--- config.mk ---
export PLATFORM = sky130hd
export DESIGN_NAME = ata_xfer_seq
export DESIGN_NICKNAME = d
export VERILOG_FILES = /design/src/rtl/ata_seq_pkg.sv /design/src/rtl/ata_seq_decode.sv /design/src/rtl/ata_seq_irq_pacer.sv /design/src/rtl/ata_seq_xfer.sv /design/src/rtl/ata_xfer_seq.sv
export SDC_FILE = /design/constraint.sdc
export NUM_CORES = 1
export LEC_CHECK = 0
export ABC_AREA = 1
export BUFFER_PORTS_ARGS = -buffer_cell sky130_fd_sc_hd__buf_2
export CAP_MARGIN = 0
export CORE_AREA = 2 2 73 75
export CTS_BUF_LIST = sky130_fd_sc_hd__clkbuf_4
export CTS_CLUSTER_SIZE = 28
export DETAILED_ROUTE_END_ITERATION = 8
export DIE_AREA = 0 0 75 77
export PLACE_DENSITY = 0.76
export SETUP_SLACK_MARGIN = 0.4
export SYNTH_ARGS = -nofsm -noshare
export SYNTH_HDL_FRONTEND = slang
export SYNTH_SLANG_ARGS = --single-unit
--- constraint.sdc ---
create_clock -name clk -period 4.3 [get_ports clk]
set_input_delay 0 -clock clk [delete_from_list [all_inputs] [get_ports clk]]
set_output_delay 0 -clock clk [all_outputs]
set_load 0.02 [all_outputs]
--- src/rtl/ata_seq_pkg.sv ---
package ata_seq_pkg;
  localparam logic [7:0] OP_RD_SINGLE = 8'h20;
  localparam logic [7:0] OP_RD_MULTI  = 8'hC4;
  localparam logic [7:0] OP_RD_DMA    = 8'hC8;

  localparam logic [7:0] ERR_NONE  = 8'h01;
  localparam logic [7:0] ERR_ABORT = 8'h04;
  localparam logic [7:0] ERR_MEDIA = 8'h80;

  typedef struct packed {
    logic known;
    logic multi;
    logic dma;
  } cmd_kind_t;
endpackage

--- src/rtl/ata_seq_decode.sv ---
module ata_seq_decode
  import ata_seq_pkg::*;
(
  input  logic [7:0] op,
  output cmd_kind_t  kind
);
  always_comb begin
    kind = '0;
    unique case (op)
      OP_RD_SINGLE: kind.known = 1'b1;
      OP_RD_MULTI:  begin kind.known = 1'b1; kind.multi = 1'b1; end
      OP_RD_DMA:    begin kind.known = 1'b1; kind.dma   = 1'b1; end
      default:      kind = '0;
    endcase
  end
endmodule

--- src/rtl/ata_seq_irq_pacer.sv ---
module ata_seq_irq_pacer #(
  parameter int BLK_W = 8
) (
  input  logic             clk,
  input  logic             rst_n,
  input  logic             start,
  input  logic             multi,
  input  logic [BLK_W-1:0] blk_size,
  input  logic             sec_ok,
  input  logic             last_sec,
  input  logic             force_irq,
  input  logic             clr_cmd,
  input  logic             clr_rd,
  output logic             irq
);
  localparam logic [BLK_W-1:0] ONE = BLK_W'(1);

  logic [BLK_W-1:0] until_q;
  logic [BLK_W-1:0] blk_q;
  logic             multi_q;
  logic [BLK_W-1:0] start_blk;
  logic [BLK_W-1:0] reload;
  logic             fire;

  assign start_blk = (blk_size == '0) ? ONE : blk_size;
  assign reload    = multi_q ? blk_q : ONE;
  assign fire      = sec_ok && ((until_q == ONE) || last_sec);

  always_ff @(posedge clk) begin
    if (!rst_n) begin
      until_q <= ONE;
      blk_q   <= ONE;
      multi_q <= 1'b0;
    end else if (start) begin
      multi_q <= multi;
      blk_q   <= start_blk;
      until_q <= multi ? start_blk : ONE;
    end else if (sec_ok) begin
      until_q <= fire ? reload : until_q - ONE;
    end
  end

  always_ff @(posedge clk) begin
    if (!rst_n)                 irq <= 1'b0;
    else if (fire || force_irq) irq <= 1'b1;
    else if (clr_cmd || clr_rd) irq <= 1'b0;
  end
endmodule

--- src/rtl/ata_seq_xfer.sv ---
module ata_seq_xfer #(
  parameter int CNT_W  = 8,
  localparam int LEFT_W = CNT_W + 1
) (
  input  logic              clk,
  input  logic              rst_n,
  input  logic              cmd_we,
  input  logic              start,
  input  logic              dma,
  input  logic [CNT_W-1:0]  cmd_count,
  input  logic              sec_buffered,
  input  logic              buf_drained,
  input  logic              media_err,
  output logic              busy,
  output logic              buf_rdy,
  output logic              dmarq,
  output logic              next_sec,
  output logic [LEFT_W-1:0] sectors_left,
  output logic              sec_ok,
  output logic              drain_ok,
  output logic              merr_ok,
  output logic              last_sec
);
  localparam logic [LEFT_W-1:0] ONE  = LEFT_W'(1);
  localparam logic [LEFT_W-1:0] FULL = ONE << CNT_W;

  logic active;
  logic dma_q;

  assign merr_ok  = !cmd_we && active && busy && media_err;
  assign sec_ok   = !cmd_we && active && busy && sec_buffered && !media_err;
  assign drain_ok = !cmd_we && active && buf_rdy && buf_drained;
  assign last_sec = (sectors_left == ONE);

  always_ff @(posedge clk) begin
    if (!rst_n) begin
      active       <= 1'b0;
      dma_q        <= 1'b0;
      busy         <= 1'b0;
      buf_rdy      <= 1'b0;
      dmarq        <= 1'b0;
      next_sec     <= 1'b0;
      sectors_left <= '0;
    end else begin
      next_sec <= 1'b0;
      if (cmd_we) begin
        dmarq   <= 1'b0;
        buf_rdy <= 1'b0;
        active  <= start;
        busy    <= start;
        if (start) begin
          dma_q        <= dma;
          next_sec     <= 1'b1;
          sectors_left <= (cmd_count == '0) ? FULL : {1'b0, cmd_count};
        end
      end else if (merr_ok) begin
        active  <= 1'b0;
        busy    <= 1'b0;
        buf_rdy <= 1'b0;
        dmarq   <= 1'b0;
      end else if (sec_ok) begin
        busy    <= 1'b0;
        buf_rdy <= 1'b1;
        dmarq   <= dma_q;
      end else if (drain_ok) begin
        buf_rdy      <= 1'b0;
        dmarq        <= 1'b0;
        sectors_left <= sectors_left - ONE;
        if (last_sec) begin
          active <= 1'b0;
        end else begin
          busy     <= 1'b1;
          next_sec <= 1'b1;
        end
      end
    end
  end
endmodule

--- src/rtl/ata_xfer_seq.sv ---
module ata_xfer_seq
  import ata_seq_pkg::*;
#(
  parameter int CNT_W = 8,
  parameter int BLK_W = 8
) (
  input  logic             clk,
  input  logic             rst_n,
  input  logic             cmd_we,
  input  logic [7:0]       cmd_op,
  input  logic [CNT_W-1:0] cmd_count,
  input  logic [BLK_W-1:0] blk_size,
  input  logic             stat_rd,
  input  logic             sec_buffered,
  input  logic             buf_drained,
  input  logic             media_err,
  output logic             irq,
  output logic             dmarq,
  output logic             busy,
  output logic             buf_rdy,
  output logic             err_flag,
  output logic [7:0]       err_code,
  output logic [CNT_W:0]   sectors_left,
  output logic             next_sec
);
  cmd_kind_t kind;
  logic start, sec_ok, drain_ok, merr_ok, last_sec, force_irq;

  ata_seq_decode u_dec (.op(cmd_op), .kind(kind));

  assign start     = cmd_we && kind.known;
  assign force_irq = (cmd_we && !kind.known) || merr_ok;

  ata_seq_xfer #(.CNT_W(CNT_W)) u_xfer (
    .clk(clk), .rst_n(rst_n), .cmd_we(cmd_we), .start(start), .dma(kind.dma),
    .cmd_count(cmd_count), .sec_buffered(sec_buffered), .buf_drained(buf_drained),
    .media_err(media_err), .busy(busy), .buf_rdy(buf_rdy), .dmarq(dmarq),
    .next_sec(next_sec), .sectors_left(sectors_left), .sec_ok(sec_ok),
    .drain_ok(drain_ok), .merr_ok(merr_ok), .last_sec(last_sec)
  );

  ata_seq_irq_pacer #(.BLK_W(BLK_W)) u_pace (
    .clk(clk), .rst_n(rst_n), .start(start), .multi(kind.multi),
    .blk_size(blk_size), .sec_ok(sec_ok), .last_sec(last_sec),
    .force_irq(force_irq), .clr_cmd(cmd_we), .clr_rd(stat_rd), .irq(irq)
  );

  always_ff @(posedge clk) begin
    if (!rst_n) begin
      err_flag <= 1'b0;
      err_code <= ERR_NONE;
    end else if (cmd_we) begin
      err_flag <= !kind.known;
      err_code <= kind.known ? ERR_NONE : ERR_ABORT;
    end else if (merr_ok) begin
      err_flag <= 1'b1;
      err_code <= ERR_MEDIA;
    end else if (drain_ok) begin
      err_code <= ERR_NONE;
    end
  end
endmodule

Yosys cells after proc, flatten, opt, wreduce, memory -nomap -nowiden
Cells that the tools add are included.
- bits in registers: 42
- logic and storage cells: 101
- output and inout port bits: 23
- $add $sub $neg: 2
- bitwise gates (word level): 1
- eq/ne operators: 10
- mux-type cells: 42
- reductions and logical operators: 33
- operators with widths (operator ; count):
    $mux 8 ; 9
    $mux 9 ; 6
    $mux 1 ; 26
    $eq 8x8->1 const B ; 2
    $logic_not 8->1 ; 2
    $logic_and 1x1->1 ; 10
    $reduce_bool 2->1 ; 5
    $eq 9x1->1 const B ; 1
    $sub 9x1->9 const B ; 1
    $eq 8x1->1 const B ; 1
    $eq 8x6->1 const B ; 1
    $sub 8x1->8 const B ; 1
    $reduce_bool 3->1 ; 2
    $reduce_or 3->1 ; 2
    $logic_or 1x1->1 ; 4
    $ne 2x2->1 const B ; 2
    $ne 4x3->1 const B ; 1
    $reduce_and 2->1 ; 2
    $reduce_and 4->1 ; 1
    $reduce_bool 4->1 ; 1
    $logic_not 1->1 ; 3
    $mux 3 ; 1
    $ne 3x3->1 const B ; 1
    $reduce_and 3->1 ; 1
    other kinds (2) ; 2

Logic depth before layout (Yosys ltp)
- depth in word-level cells: 9
- mapped depth: 12
- mapped depth without buffers: 12

Hierarchy
Synthesis repeated with hierarchy kept, for this count alone.
- cells, all modules: 392
- area, all modules: 2476.1 µm²
- modules (own cells, without submodules) (module ; area an instance (µm²) ; times used ; seq. area each (µm²) ; cells an instance):
    ata_seq_irq_pacer ; 1123.6 ; 1 ; 360.3 ; 169
    ata_seq_xfer ; 1038.5 ; 1 ; 300.3 ; 167
    ata_xfer_seq ; 209.0 ; 1 ; 80.1 ; 31
    ata_seq_decode ; 105.1 ; 1 ; 0.0 ; 25

Least setup slack after synthesis
Ideal clock, no wire load.
- path kind: reg-to-reg
- start: register u_xfer.sectors_left[0]
- end: register u_pace.until_q[6]
- buffers on the path: 0
- setup time: 117 ps
- data arrival time: 1445 ps
- cell stages (with the launch flop): 11
- clock period less this slack: 1562 ps
- setup slack: 2738 ps
- cells stage by stage: dfxtp_1 ha_1 nand2_1 nor2_1 nand2_1 nand2_2 nand2_8 a21oi_1 nor2_1 nor2_1 nor2_1
- word-level cells in the longest chain between the ends: 6
- RTL lines (what ; RTL line ; RTL):
    start, declared ; ata_seq_xfer.sv:18 ; output logic [LEFT_W-1:0] sectors_left,
    start signal, assigned ; ata_seq_xfer.sv:54 ; sectors_left <= (cmd_count == '0) ? FULL : {1'b0, cmd_count};
    start signal, assigned ; ata_seq_xfer.sv:68 ; sectors_left <= sectors_left - ONE;
    $eq 9x1->1 ; ata_seq_xfer.sv:33 ; assign last_sec = (sectors_left == ONE);
    $logic_or 1x1->1 ; ata_seq_irq_pacer.sv:27 ; assign fire = sec_ok && ((until_q == ONE) || last_sec);
    $logic_and 1x1->1 ; ata_seq_irq_pacer.sv:27 ;
    $mux 8 ; ata_seq_irq_pacer.sv:39 ; until_q <= fire ? reload : until_q - ONE;
    $mux 8 ; ata_seq_irq_pacer.sv:38 ; end else if (sec_ok) begin
    $mux 8 ; ata_seq_irq_pacer.sv:34 ; end else if (start) begin
    end signal, assigned ; ata_seq_irq_pacer.sv:37 ; until_q <= multi ? start_blk : ONE;
    end signal, assigned ; ata_seq_irq_pacer.sv:39 ;
    end, declared ; ata_seq_irq_pacer.sv:18 ; logic [BLK_W-1:0] until_q;
No other way between the ends. The select of a mux whose other input is x is not followed.
A chain may end at the register's enable or synchronous reset.

Final worst setup path
- start: input port cmd_op[4]
- end: register u_xfer.sectors_left[6]
- word-level cells in the longest chain between the ends: 6
- elaborated cells between the ends (all ways): 8
- RTL lines (what ; RTL line ; RTL):
    start, declared ; ata_xfer_seq.sv:10 ; input logic [7:0] cmd_op,
    $eq 8x6->1 / $eq 8x8->1 (equally long branches) ; ata_seq_decode.sv:9 ; unique case (op)
    $reduce_or 3->1 (no line) * ; n/a ;
    $mux 1 * ; ata_seq_decode.sv:9 ;
    $logic_and 1x1->1 * ; ata_xfer_seq.sv:31 ; assign start = cmd_we && kind.known;
    $ne 2x1->1 (no line) * ; n/a ;
    $reduce_and 4->1 (no line) * ; n/a ;
Every way passes the cells marked *; elsewhere a longest branch is shown, timed or not.

==> impl_metrics.yaml <==
timing:
  finalClockSkew_ns: 0.01372
  setup_ws_ns: 2.605
  final.hold.worst_slack_ns: 0.01283
  max_slew.worst_pin.slew_ns: 1.020
  post-route-min-period_ns: 1.695
  grt_setup_unrepaired: "false"
  report.final.hold_viol_count: 0
  timing.max_slew.rel_slack_pct: 31.81
  timing.final.max_slew_violations: 0
  clock.fmax_mhz: 590.0
  sum_of_negative_setup_slack_ns: 0
  total_setup_violations_reported_at_the_end_of_the_flow: 0
  min_period_over_period_pct: 39.42
min_path:
  min_path_cells: 5
  hold_class: "in -> reg"
setup_path:
  slowest_stage: "sky130_fd_sc_hd__nand2_1"
  critical_path_most_common_cell: "sky130_fd_sc_hd__nand2_1"
  worstSetupPathType: "in -> reg"
  worst-endpoint-required_ns: 4.56
  critical_path_peak_fanout: 34
  critPathArrivalTime_ns: 1.95
  timing.critical_path.from_type: "input port"
  critical_path.endpoint_type: "flip-flop"
  critical_path.max_stage_delay_ns: 0.59
  worstPathCellList: "buf_2, inv_1, nand2_1, nor2_1, nand2_1, nand3_1, nand2_1, nand2_1, nand3_1, a21oi_1"
  worstRegToRegCells: 9
clock_tree:
  cts_hold_repair.buffers: 9
  tritoncts_num_sinks: 37
  clock_path_buffers: 2
  clockRootBuffer: "sky130_fd_sc_hd__clkbuf_4"
  post_cts_buffers: 0
  clock_buffers_created_by_tritoncts: 5
  cts-resized-gates: 0
  clock_network_latency_to_the_later_pin_of_the_worst_skew_pair_ns: 0.34
  clkSlewWorstSetupHoldPaths_ns: 0.10
  cts_tree: "built"
  cts_htree_levels: 2
place:
  port_buffers: 48
  dpl.hpwl_mm: 4.612
  place_ws_ns: 2.253
  gp_congestion: 1.009
logic_synthesis:
  synth_top_area_cell: "sky130_fd_sc_hd__dfxtp_1"
  ys_ff_latch: 37
  synthTopCellsByArea: "sky130_fd_sc_hd__dfxtp_1 31%, sky130_fd_sc_hd__nand2_1 18%, sky130_fd_sc_hd__nand3_1 10%"
  async_reset_ff_share_pct: 0
  top_flip_flop_cell_by_instance_count_after_synthesis: "sky130_fd_sc_hd__dfxtp_1"
  yosysSeqAreaShare_pct: 30.99
  synth_cell_count_leaders: "113 x sky130_fd_sc_hd__nand2_1, 50 x sky130_fd_sc_hd__nand3_1, 49 x sky130_fd_sc_hd__inv_1"
  post_synth_edffs: 0
  synth_warnings: 0
  avgSynthCellArea_um2: 6.256
  netlist_area_um2: 2390
  unique_masters_post_synth: 34
  synth_cells: 382
  synth_largest_type_area_fraction_pct: 30.99
  yosysMostFrequentCell: "sky130_fd_sc_hd__nand2_1"
global_routing:
  via_count_of_the_first_global_routing_pass: 2334
  grt_antenna_before_repair: 0
  global_route.overflow_total: 0
  grt_use_total_pct: 22.91
  grt_pass1_wl_mm: 10.42
  grt_max_degree: 35
detailed_routing:
  final_antenna_net_count: 0
  detail_route.wl_per_cell_um: 12.49
  drt_first_pass_iters: 4
  routed_wl_mm: 6.282
  drt_iter0_markers: 145
  vias: 2547
  route.detailed.drc: 0
  vias_per_cell: 5.064
power_and_ir_drop:
  power_leakage_nw: 1.440
  p_total_w: 0.0006761
  powerDensity_nw_per_um2: 245.1
  ir_worst_vdd_v: 0.0001908
run_status:
  outcome: "finished, final reports clean"
floorplan:
  design.die.area_um2: 5775
  placement_rows: 26
  ports: 54
  initial_util_pct: 48.01
  core_area_um2: 4977
  die-height_um: 77
  die-width_um: 75
cells_and_area:
  final_core_util_pct: 55.43
  diode_count: 0
  n_fill_cell: 506
  layout-drive-gt1-share_pct: 15.24
  syn2layout_area_growth_pct: 15.45
  final_nets: 467
run:
  timing.max_cap.violations: 0
==> cell families after synthesis <==
family / count (synthesis) / share of synthesized area (%)
AO/OA/AOI/OAI: 44 / 10.31
XOR/XNOR: 7 / 2.565
adder cells (fa/ha/maj): 4 / 2.094
buffers and inverters: 70 / 13.14
flip-flops: 37 / 30.99
other: 1 / 0.1569
AND/OR/NAND/NOR: 219 / 40.73
==> routing by layer <==
layer / vias to the layer above / part of all wire (%) / global-route usage, %
met5: - / 0 / 0
met4: 0 / 1.9 / 8.571
met3: 13 / 6.3 / 3.679
met2: 98 / 50 / 37.98
met1: 1136 / 42 / 29.20
li1: 1300 / - / -
==> worst max-delay path, delay by kind of cell <==
| family | cells | cell delay, ns |
|---|---|---|
| AO/OA/AOI/OAI | 1 | 0.16 |
| AND/OR/NAND/NOR | 7 | 1.65 |
| buffers and inverters | 2 | 0.15 |
==> worst paths after layout <==
kind	end	slack, ns	start
worst max-delay path	u_xfer.sectors_left[6]	2.61	cmd_op[4]
worst min-delay path	u_xfer.sectors_left[5]	0.01	cmd_count[5]
worst max register to register	u_xfer.sectors_left[0]	2.62	u_xfer.active
worst min register to register	u_pace.blk_q[2]	0.47	u_pace.blk_q[2]
==> cell usage in the layout, fill, tap and decap left out, types with 2 or more instances in the layout <==
| cell | n |
|---|---|
| sky130_fd_sc_hd__inv_1 | 49 |
| sky130_fd_sc_hd__dlygate4sd3_1 | 9 |
| sky130_fd_sc_hd__nor2_1 | 35 |
| sky130_fd_sc_hd__conb_1 | 5 |
| sky130_fd_sc_hd__ha_1 | 4 |
| sky130_fd_sc_hd__nand3_2 | 2 |
| sky130_fd_sc_hd__or2_2 | 2 |
| sky130_fd_sc_hd__nand2_1 | 113 |
| sky130_fd_sc_hd__nand4_1 | 4 |
| sky130_fd_sc_hd__clkbuf_4 | 5 |
| sky130_fd_sc_hd__nand3_1 | 50 |
| sky130_fd_sc_hd__nand3b_1 | 2 |
| sky130_fd_sc_hd__dfxtp_1 | 37 |
| sky130_fd_sc_hd__nor3_1 | 3 |
| sky130_fd_sc_hd__a21boi_0 | 3 |
| sky130_fd_sc_hd__xor2_1 | 6 |
| sky130_fd_sc_hd__nand2_2 | 2 |
| sky130_fd_sc_hd__a21oi_1 | 24 |
| sky130_fd_sc_hd__buf_2 | 48 |
| sky130_fd_sc_hd__nor2_4 | 2 |
| sky130_fd_sc_hd__o21ai_0 | 10 |
| sky130_fd_sc_hd__a31oi_1 | 3 |
| sky130_fd_sc_hd__clkinv_1 | 4 |
==> where the power goes <==
group	total (W)	internal, W	switching, W
logic	0.000139	0.0000504	0.0000886
clock network	0.000177	0.0000592	0.000118
registers	0.000360	0.000352	0.00000859
==> registers in the layout, indices dropped and copies added (netlist names), 3 cells and up <==
signal / count
err_code: 3
u_pace.until_q: 8
u_pace.blk_q: 8
u_xfer.sectors_left: 9
==> through the flow <==
stage               instances  instance area (µm²)
global placement          486                 2619
detailed placement        486                 2619
floorplan                 386                 2405
global route              503                 2759
finish                    503                 2759
CTS                       503                 2759
==> layout make-up <==
| type | count | area [µm²] | share of cell area (%) |
|---|---|---|---|
| timing repair buffer | 57 | 330.3 | 11.97 |
| clock inverter | 3 | 12.51 | 0.4535 |
| tap | 70 | 87.58 | 3.175 |
| multi-input combinational | 279 | 1350 | 48.93 |
| clock buffer | 5 | 37.54 | 1.361 |
| inverter | 52 | 200.2 | 7.256 |
| sequential | 37 | 740.7 | 26.85 |
(Power assumes the default switching activity.)
